[src/rtl/mseq_pkg.sv]
package mseq_pkg;

   typedef enum logic [1:0] {
      PICK_SEQ = 2'd0,
      PICK_TGT_A = 2'd1,
      PICK_TGT_B = 2'd2
   } pick_e;

   // Condition code to next-address source: 00 sequential, 01 target A,
   // 10 and 11 both target B.
   function automatic pick_e decode_pick(input logic [1:0] c);
      pick_e p;
      unique case (c)
         2'b00: p = PICK_SEQ;
         2'b01: p = PICK_TGT_A;
         default: p = PICK_TGT_B;
      endcase
      return p;
   endfunction

endpackage

[src/rtl/mseq_store.sv]
module mseq_store #(
   parameter int ADDR_W = 4,
   parameter int OUT_W = 8,
   parameter int WORD_W = OUT_W + 2 * ADDR_W,
   parameter int DEPTH = 1 << ADDR_W,
   parameter logic [DEPTH*WORD_W-1:0] UCODE = '0
) (
   input logic [ADDR_W-1:0] addr,
   output logic [OUT_W-1:0] ctrl,
   output logic [ADDR_W-1:0] tgt_a,
   output logic [ADDR_W-1:0] tgt_b
);

   localparam int TA_LSB = OUT_W;
   localparam int TB_LSB = OUT_W + ADDR_W;

   if (WORD_W != OUT_W + 2 * ADDR_W) begin : g_bad_word_w
      $error("mseq_store: WORD_W must equal OUT_W + 2*ADDR_W");
   end

   logic [WORD_W-1:0] rom [DEPTH];
   logic [WORD_W-1:0] word;

   for (genvar i = 0; i < DEPTH; i++) begin : g_word
      assign rom[i] = UCODE[i*WORD_W +: WORD_W];
   end

   assign word = rom[addr];
   assign ctrl = word[OUT_W-1:0];
   assign tgt_a = word[TA_LSB +: ADDR_W];
   assign tgt_b = word[TB_LSB +: ADDR_W];

endmodule

[src/rtl/mseq_next_addr.sv]
module mseq_next_addr
   import mseq_pkg::*;
#(
   parameter int ADDR_W = 4
) (
   input logic [ADDR_W-1:0] cur,
   input logic [ADDR_W-1:0] tgt_a,
   input logic [ADDR_W-1:0] tgt_b,
   input logic [1:0] cond,
   output logic [ADDR_W-1:0] nxt
);

   logic [ADDR_W-1:0] inc;
   pick_e pick;

   // Width-limited sum: the top address rolls over to zero.
   assign inc = cur + ADDR_W'(1);
   assign pick = decode_pick(cond);

   always_comb begin
      unique case (pick)
         PICK_SEQ: nxt = inc;
         PICK_TGT_A: nxt = tgt_a;
         default: nxt = tgt_b;
      endcase
   end

endmodule

[src/rtl/mseq_state_reg.sv]
module mseq_state_reg #(
   parameter int ADDR_W = 4
) (
   input logic clk,
   input logic rst,
   input logic [ADDR_W-1:0] d,
   output logic [ADDR_W-1:0] q
);

   always_ff @(posedge clk) begin
      if (rst) q <= '0;
      else q <= d;
   end

   assert_reset_to_zero_R1: assert property (@(posedge clk)
      rst |=> (q == '0))
      else $error("state not zero after reset edge");

endmodule

[src/rtl/mseq_sequencer.sv]
module mseq_sequencer #(
   parameter int ADDR_W = 4,
   parameter int OUT_W = 8,
   parameter logic [(1<<ADDR_W)*(OUT_W+2*ADDR_W)-1:0] UCODE = '0
) (
   input logic clk,
   input logic rst,
   input logic [1:0] cond,
   output logic [ADDR_W-1:0] upc,
   output logic [OUT_W-1:0] ctrl_out
);

   localparam int DEPTH = 1 << ADDR_W;
   localparam int WORD_W = OUT_W + 2 * ADDR_W;

   if (ADDR_W < 1 || ADDR_W > 10) begin : g_bad_addr_w
      $error("mseq_sequencer: ADDR_W must be 1..10");
   end
   if (OUT_W < 1) begin : g_bad_out_w
      $error("mseq_sequencer: OUT_W must be at least 1");
   end

   logic [ADDR_W-1:0] state_q;
   logic [ADDR_W-1:0] next_addr;
   logic [ADDR_W-1:0] tgt_a;
   logic [ADDR_W-1:0] tgt_b;

   mseq_store #(
      .ADDR_W(ADDR_W), .OUT_W(OUT_W), .WORD_W(WORD_W), .DEPTH(DEPTH), .UCODE(UCODE)
   ) u_store (
      .addr(state_q), .ctrl(ctrl_out), .tgt_a(tgt_a), .tgt_b(tgt_b)
   );

   mseq_next_addr #(.ADDR_W(ADDR_W)) u_next (
      .cur(state_q), .tgt_a(tgt_a), .tgt_b(tgt_b), .cond(cond), .nxt(next_addr)
   );

   mseq_state_reg #(.ADDR_W(ADDR_W)) u_state (
      .clk(clk), .rst(rst), .d(next_addr), .q(state_q)
   );

   assign upc = state_q;

   // sequential step, truncated so the top address wraps.
   assert_seq_step_R2: assert property (@(posedge clk) disable iff (rst)
      (cond == 2'b00) |=> (upc == ADDR_W'($past(upc) + 1'b1)))
      else $error("sequential advance wrong");

   assert_wrap_to_zero_R3: assert property (@(posedge clk) disable iff (rst)
      (cond == 2'b00 && upc == ADDR_W'(DEPTH - 1)) |=> (upc == '0))
      else $error("wrap from top address wrong");

   assert_jump_a_R4: assert property (@(posedge clk) disable iff (rst)
      (cond == 2'b01) |=> (upc == $past(tgt_a)))
      else $error("target A jump wrong");

   assert_jump_b_R5: assert property (@(posedge clk) disable iff (rst)
      cond[1] |=> (upc == $past(tgt_b)))
      else $error("target B jump wrong");

   assert_out_follows_addr_R6: assert property (@(posedge clk) disable iff (rst)
      $stable(upc) |-> $stable(ctrl_out))
      else $error("outputs moved without address change");

endmodule

[config.mk]
export PLATFORM = sky130hd
export DESIGN_NAME = mseq_sequencer
export DESIGN_NICKNAME = d
export VERILOG_FILES = /design/src/rtl/mseq_pkg.sv /design/src/rtl/mseq_store.sv /design/src/rtl/mseq_next_addr.sv /design/src/rtl/mseq_state_reg.sv /design/src/rtl/mseq_sequencer.sv
export SDC_FILE = /design/constraint.sdc
export NUM_CORES = 1
export LEC_CHECK = 0
export ABC_AREA = 1
export BUFFER_PORTS_ARGS = -buffer_cell sky130_fd_sc_hd__buf_2
export CAP_MARGIN = 20
export CORE_AREA = 2 2 39 41
export CTS_BUF_LIST = sky130_fd_sc_hd__clkbuf_4
export DETAILED_ROUTE_END_ITERATION = 10
export DIE_AREA = 0 0 41 43
export HOLD_SLACK_MARGIN = 0.05
export PLACE_DENSITY = 0.42
export SETUP_SLACK_MARGIN = 0.4
export SLEW_MARGIN = 20
export SYNTH_ARGS = -nofsm -noshare
export SYNTH_HDL_FRONTEND = slang
export SYNTH_SLANG_ARGS = --single-unit
[constraint.sdc]
create_clock -name clk -period 1.02 [get_ports clk]
set_clock_uncertainty 0.1 [all_clocks]
set_input_delay 0.051 -clock clk [delete_from_list [all_inputs] [get_ports clk]]
set_output_delay 0.051 -clock clk [all_outputs]
set_load 0.03 [all_outputs]
Word-level counts from Yosys, hierarchy flattened

Memories as Yosys holds them, arrays and structs flattened.
Cells that the tools add are included.

ROM bits: 256
Register bits after elaboration: 4
RAM bits: 0
Memories kept: 1
Output and inout port bits: 12
Input bits: 4
Latch bits: 0
Word-level logic and storage cells: 13

Memories:

| memory          | depth | bits a word | read ports | clocked after Yosys merged registers in | wr ports | line             | RTL |
|---|---|---|---|---|---|---|---|
| (no name shown) | 16    | 16          | 1          | 0                                       | 0        | mseq_store.sv:28 | `assign word = rom[addr];` |

Magnitude comparators: 1
$mul: 0
Equal/unequal tests: 2
Muxes and demuxes: 4
Divide/modulo/power cells: 0
Reductions and logical operators: 2
Bitwise gates (word level): 1
Add/sub/neg operators: 1
Shifts and indexed selects: 0

Operators by type and width:

| cell                                                 | number |
|---|---|
| 2-to-1 mux 16 bit                                    | 2 |
| case mux 4 bit (2 select lines)                      | 1 |
| >= comparator 5 bit (second input constant)          | 1 |
| inverter 4 -> 5 bit                                  | 1 |
| adder 4 x 1 -> 4 bit (second input constant)         | 1 |
| equality test 2 x 1 -> 1 bit (second input constant) | 2 |
| logical NOT 2 bit                                    | 2 |
| case mux 2 bit (2 select lines)                      | 1 |

Longest topological paths before layout

Word-level depth: 5
Gate-level depth with buffers: 5
Mapped depth without buffers: 5

Cells and area by module

Synthesis repeated with hierarchy kept, for this count alone.

Cell total of the unflattened synthesis: 57
Area, all modules: 365.4 µm²

By module, submodules not included:

| module         | instances | cells an instance | sequential area each (µm²) | area an instance (µm²) |
|---|---|---|---|---|
| mseq_next_addr | 1         | 28                | 0.0                        | 131.4 |
| mseq_store     | 1         | 17                | 0.0                        | 123.9 |
| mseq_state_reg | 1         | 12                | 80.1                       | 110.1 |

Least setup slack after synthesis

Ideal clock, no wire load.

Path type: register -> register
From: reg u_state.q[0]
To: reg u_state.q[2]
Data required time: 0.804 ns
Clock period less this slack: 1.112 ns
Buffers on the path: 0
Setup time: 0.116 ns
Slack: -0.092 ns
Cell stages (with the launch flop): 4
Data arrival time: 0.896 ns
Cells stage by stage: dfxtp_1 -> ha_1 -> xnor2_1 -> nor2_1

Word-level cells in the longest chain between the ends: 5
Elaborated cells between the ends (all ways): 6
Classes of those cells: add/sub: 1; mux: 3; bitwise: 1; memory: 1

RTL lines:

| element                                               | line                 | RTL |
|---|---|---|
| start: declaration                                    | mseq_state_reg.sv:7  | `output logic [ADDR_W-1:0] q` |
| start signal: assignment                              | mseq_state_reg.sv:11 | `if (rst) q <= '0;` |
| start signal: assignment                              | mseq_state_reg.sv:12 | `else q <= d;` |
| inverter 4 -> 5 bit (not written as such)             | mseq_store.sv:28     |  |
| memory read (16 x 16 bit)                             | --                   |  |
| 2-to-1 mux 16 bit (not written as such) (2 in series) | mseq_store.sv:28     |  |
| case mux 4 bit (2 select lines) (*)                   | mseq_next_addr.sv:21 | `unique case (pick)` |

Every way passes the cells marked *; elsewhere a longest branch is shown, timed or not. The select of a mux whose other input is x is not followed.
A chain may end at the register's enable or synchronous reset.

Final worst setup path

From: reg u_state.q[0]
To: out upc[0]

RTL lines:

| element          | line                | RTL |
|---|---|---|
| end: declaration | mseq_sequencer.sv:9 | `output logic [ADDR_W-1:0] upc,` |

No word-level cell between the ends.

==> impl_metrics.tcl <==
set metrics [dict create \
    status "complete, but fails checks" \
    violations "hold timing" \
    multi_input_area_um2 115.1 \
    holdCritPathClass "in2reg" \
    min_period_over_period_pct 87.05 \
    ys_types 11 \
    avgSynthCellArea_um2 7.507 \
    slowest_delay_ns 0.37 \
    largest-register "u_state.q" \
    power_mw 0.4645 \
    cap_violations 0 \
    top_regs "u_state.q x4" \
    path_clk_slew_ns 0.04 \
    ys_seq_elements 4 \
    path_cells "buf_6" \
    final_cell_mix "conb_1, nor2_1, clkbuf_4, buf_6" \
    via_per_inst 3.143 \
    numCtsBuffers 3 \
    max-vdd-ir-drop_mv 0.3227 \
    hold_slack_ns -0.03543 \
    mappedNetlistArea_um2 225.2 \
    mostFrequentLayoutCell "conb_1" \
    drt-pass1-iter-count 1 \
    row_count 14 \
    rsz0062_at_grt "true" \
    place_congestion 0.7246 \
    dieArea_mm2 0.001763 \
    final_util_pct 24.32 \
    hpwl_um 303.3 \
    routed_wl_um 376 \
    yosysWarningCount 0 \
    io_pins 16 \
    critical-path-top-delay-family "flip-flops" \
    yosysTopAreaCell "dfxtp_1" \
    dp.cells 52 \
    grt_first_pass_wirelength_um 600 \
    start_util_pct 16.27 \
    crit_arrival_ns 0.74 \
    wl_per_cell_um 6.714 \
    antenna_found_initial 0 \
    post_cts_buffers 0 \
    antennaDiodeCount 0 \
    root_buffer "clkbuf_4" \
    die-height_um 43 \
    grt_max_degree 5 \
    clock_sinks 4 \
    crit_path_max_fanout 4 \
    synth_area_leaders "dfxtp_1, buf_4, nor2_1, inv_1, ha_1" \
    ctsLongestPathBuffers 2 \
    fillers 164 \
    drt_iter0_drc 0 \
    ys_seq_area_share_pct 35.56 \
    clock_latency_ns 0.23 \
    syn_inst 30 \
    crit_type "reg2out" \
    share_comb_of_total_power_pct 13.8 \
    synthToLayoutAreaGrowth_pct 49.44 \
    max_freq_mhz 1126 \
    synth_top_area_share_pct 35.56 \
    core_area_mm2 0.001384 \
    nNetsFinal 46 \
    cts-htree-levels 1 \
    layoutNonFillerInstCount 56 \
    final-hold-violation-count 4 \
    slew_violations 0 \
    seq_area_um2 92.59 \
    cellPowerDensity_mw_per_mm2 1380 \
    ant_nets 0 \
    route.detailed.drc 0 \
    grt_pass1_vias 174 \
    cts_tree "done" \
    fin_setup_tns_ns 0 \
    crit_path_top_delay_cell "dfxtp_4" \
    p_leak_nw 0.1600 \
    track_usage_pct 5.723 \
    power_switching_mw 0.1255 \
    largest_register_ff_count 4 \
    fin_crit_ns 0.8879 \
    setup_viol 0 \
    port_buffers 7 \
    p_clk_share_pct 52.6 \
    grt-ovfl-total 0 \
    via_count 176 \
    drive_gt1_share_pct 52.50 \
    p_int_mw 0.3389 \
    die-width_um 41 \
    cp.required_ns 0.87 \
    power_frac_seq_pct 33.7 \
    crit_path_start_kind "flop" \
    cp_num_buf_inv 1 \
    switching_share_pct 27.02 \
    endpoint_kind "output port" \
]
## logic make-up after synthesis
group	after synthesis	share of synthesized area, %
xor gates and xnor gates	1	3.890
adders and majority gates	1	5.555
buffers and inverters	13	35.00
DFF	4	35.56
other	1	1.665
and+or+nand+nor	10	18.33
## final cells by class
cell class,instances,area share [%]
clock buffers,4,8.922
inverters,5,5.576
multi-input cells,20,34.20
flip-flops and latches,4,27.51
well taps,16,5.948
repair buffers,7,17.84
## metrics by stage
stage	instance area [um^2]	worst slack (ns)
floorplan	276.5	0.1173
global placement	271.5	0.1571
detailed placement	271.5	0.1437
CTS	326.6	0.1265
global route	336.6	0.09856
finish	336.6	0.1321
## routing by layer
layer	GRT usage, %	vias to the layer above	wire (um)
li1	-	89	-
met1	4.823	79	142
met2	7.500	8	197
met3	3.141	0	37
met4	8.000	0	0
met5	0	-	0
## path summary, 6_finish.rpt
check | cells past startpoint | to | start | slack [ns]
worst max-delay path | 1 | upc[0] | u_state.q[0]$_SDFF_PP0_ | 0.13
worst min-delay path | 4 | u_state.q[3]$_SDFF_PP0_ | rst | -0.04
worst max register to register | 3 | u_state.q[1]$_SDFF_PP0_ | u_state.q[0]$_SDFF_PP0_ | 0.14
worst min register to register | 1 | u_state.q[0]$_SDFF_PP0_ | u_state.q[0]$_SDFF_PP0_ | 0.35
## power groups by stage
stage,registers (mW),logic (mW),clock network [mW]
2_1_floorplan,0.162,0.0700,0
5_1_grt,0.156,0.0697,0.272
3_3_place_gp,0.158,0.0595,0
6_report,0.156,0.0640,0.244
3_5_place_dp,0.158,0.0598,0
4_1_cts,0.156,0.0623,0.257
## synth_stat cells
master	n
nor2_1	5
dfxtp_1	4
nand2_1	3
ha_1	1
nor2_2	1
nand3_1	1
xnor2_1	1
inv_1	4
conb_1	1
inv_2	1
buf_4	8
## timing repair
item	in CTS	in global routing
resized for setup	8	3
endpoints found under the setup margin	7	8
pin swaps	0	2
hold endpoints to repair	4	4
No activity file was read; power rests on OpenSTA's default activity.
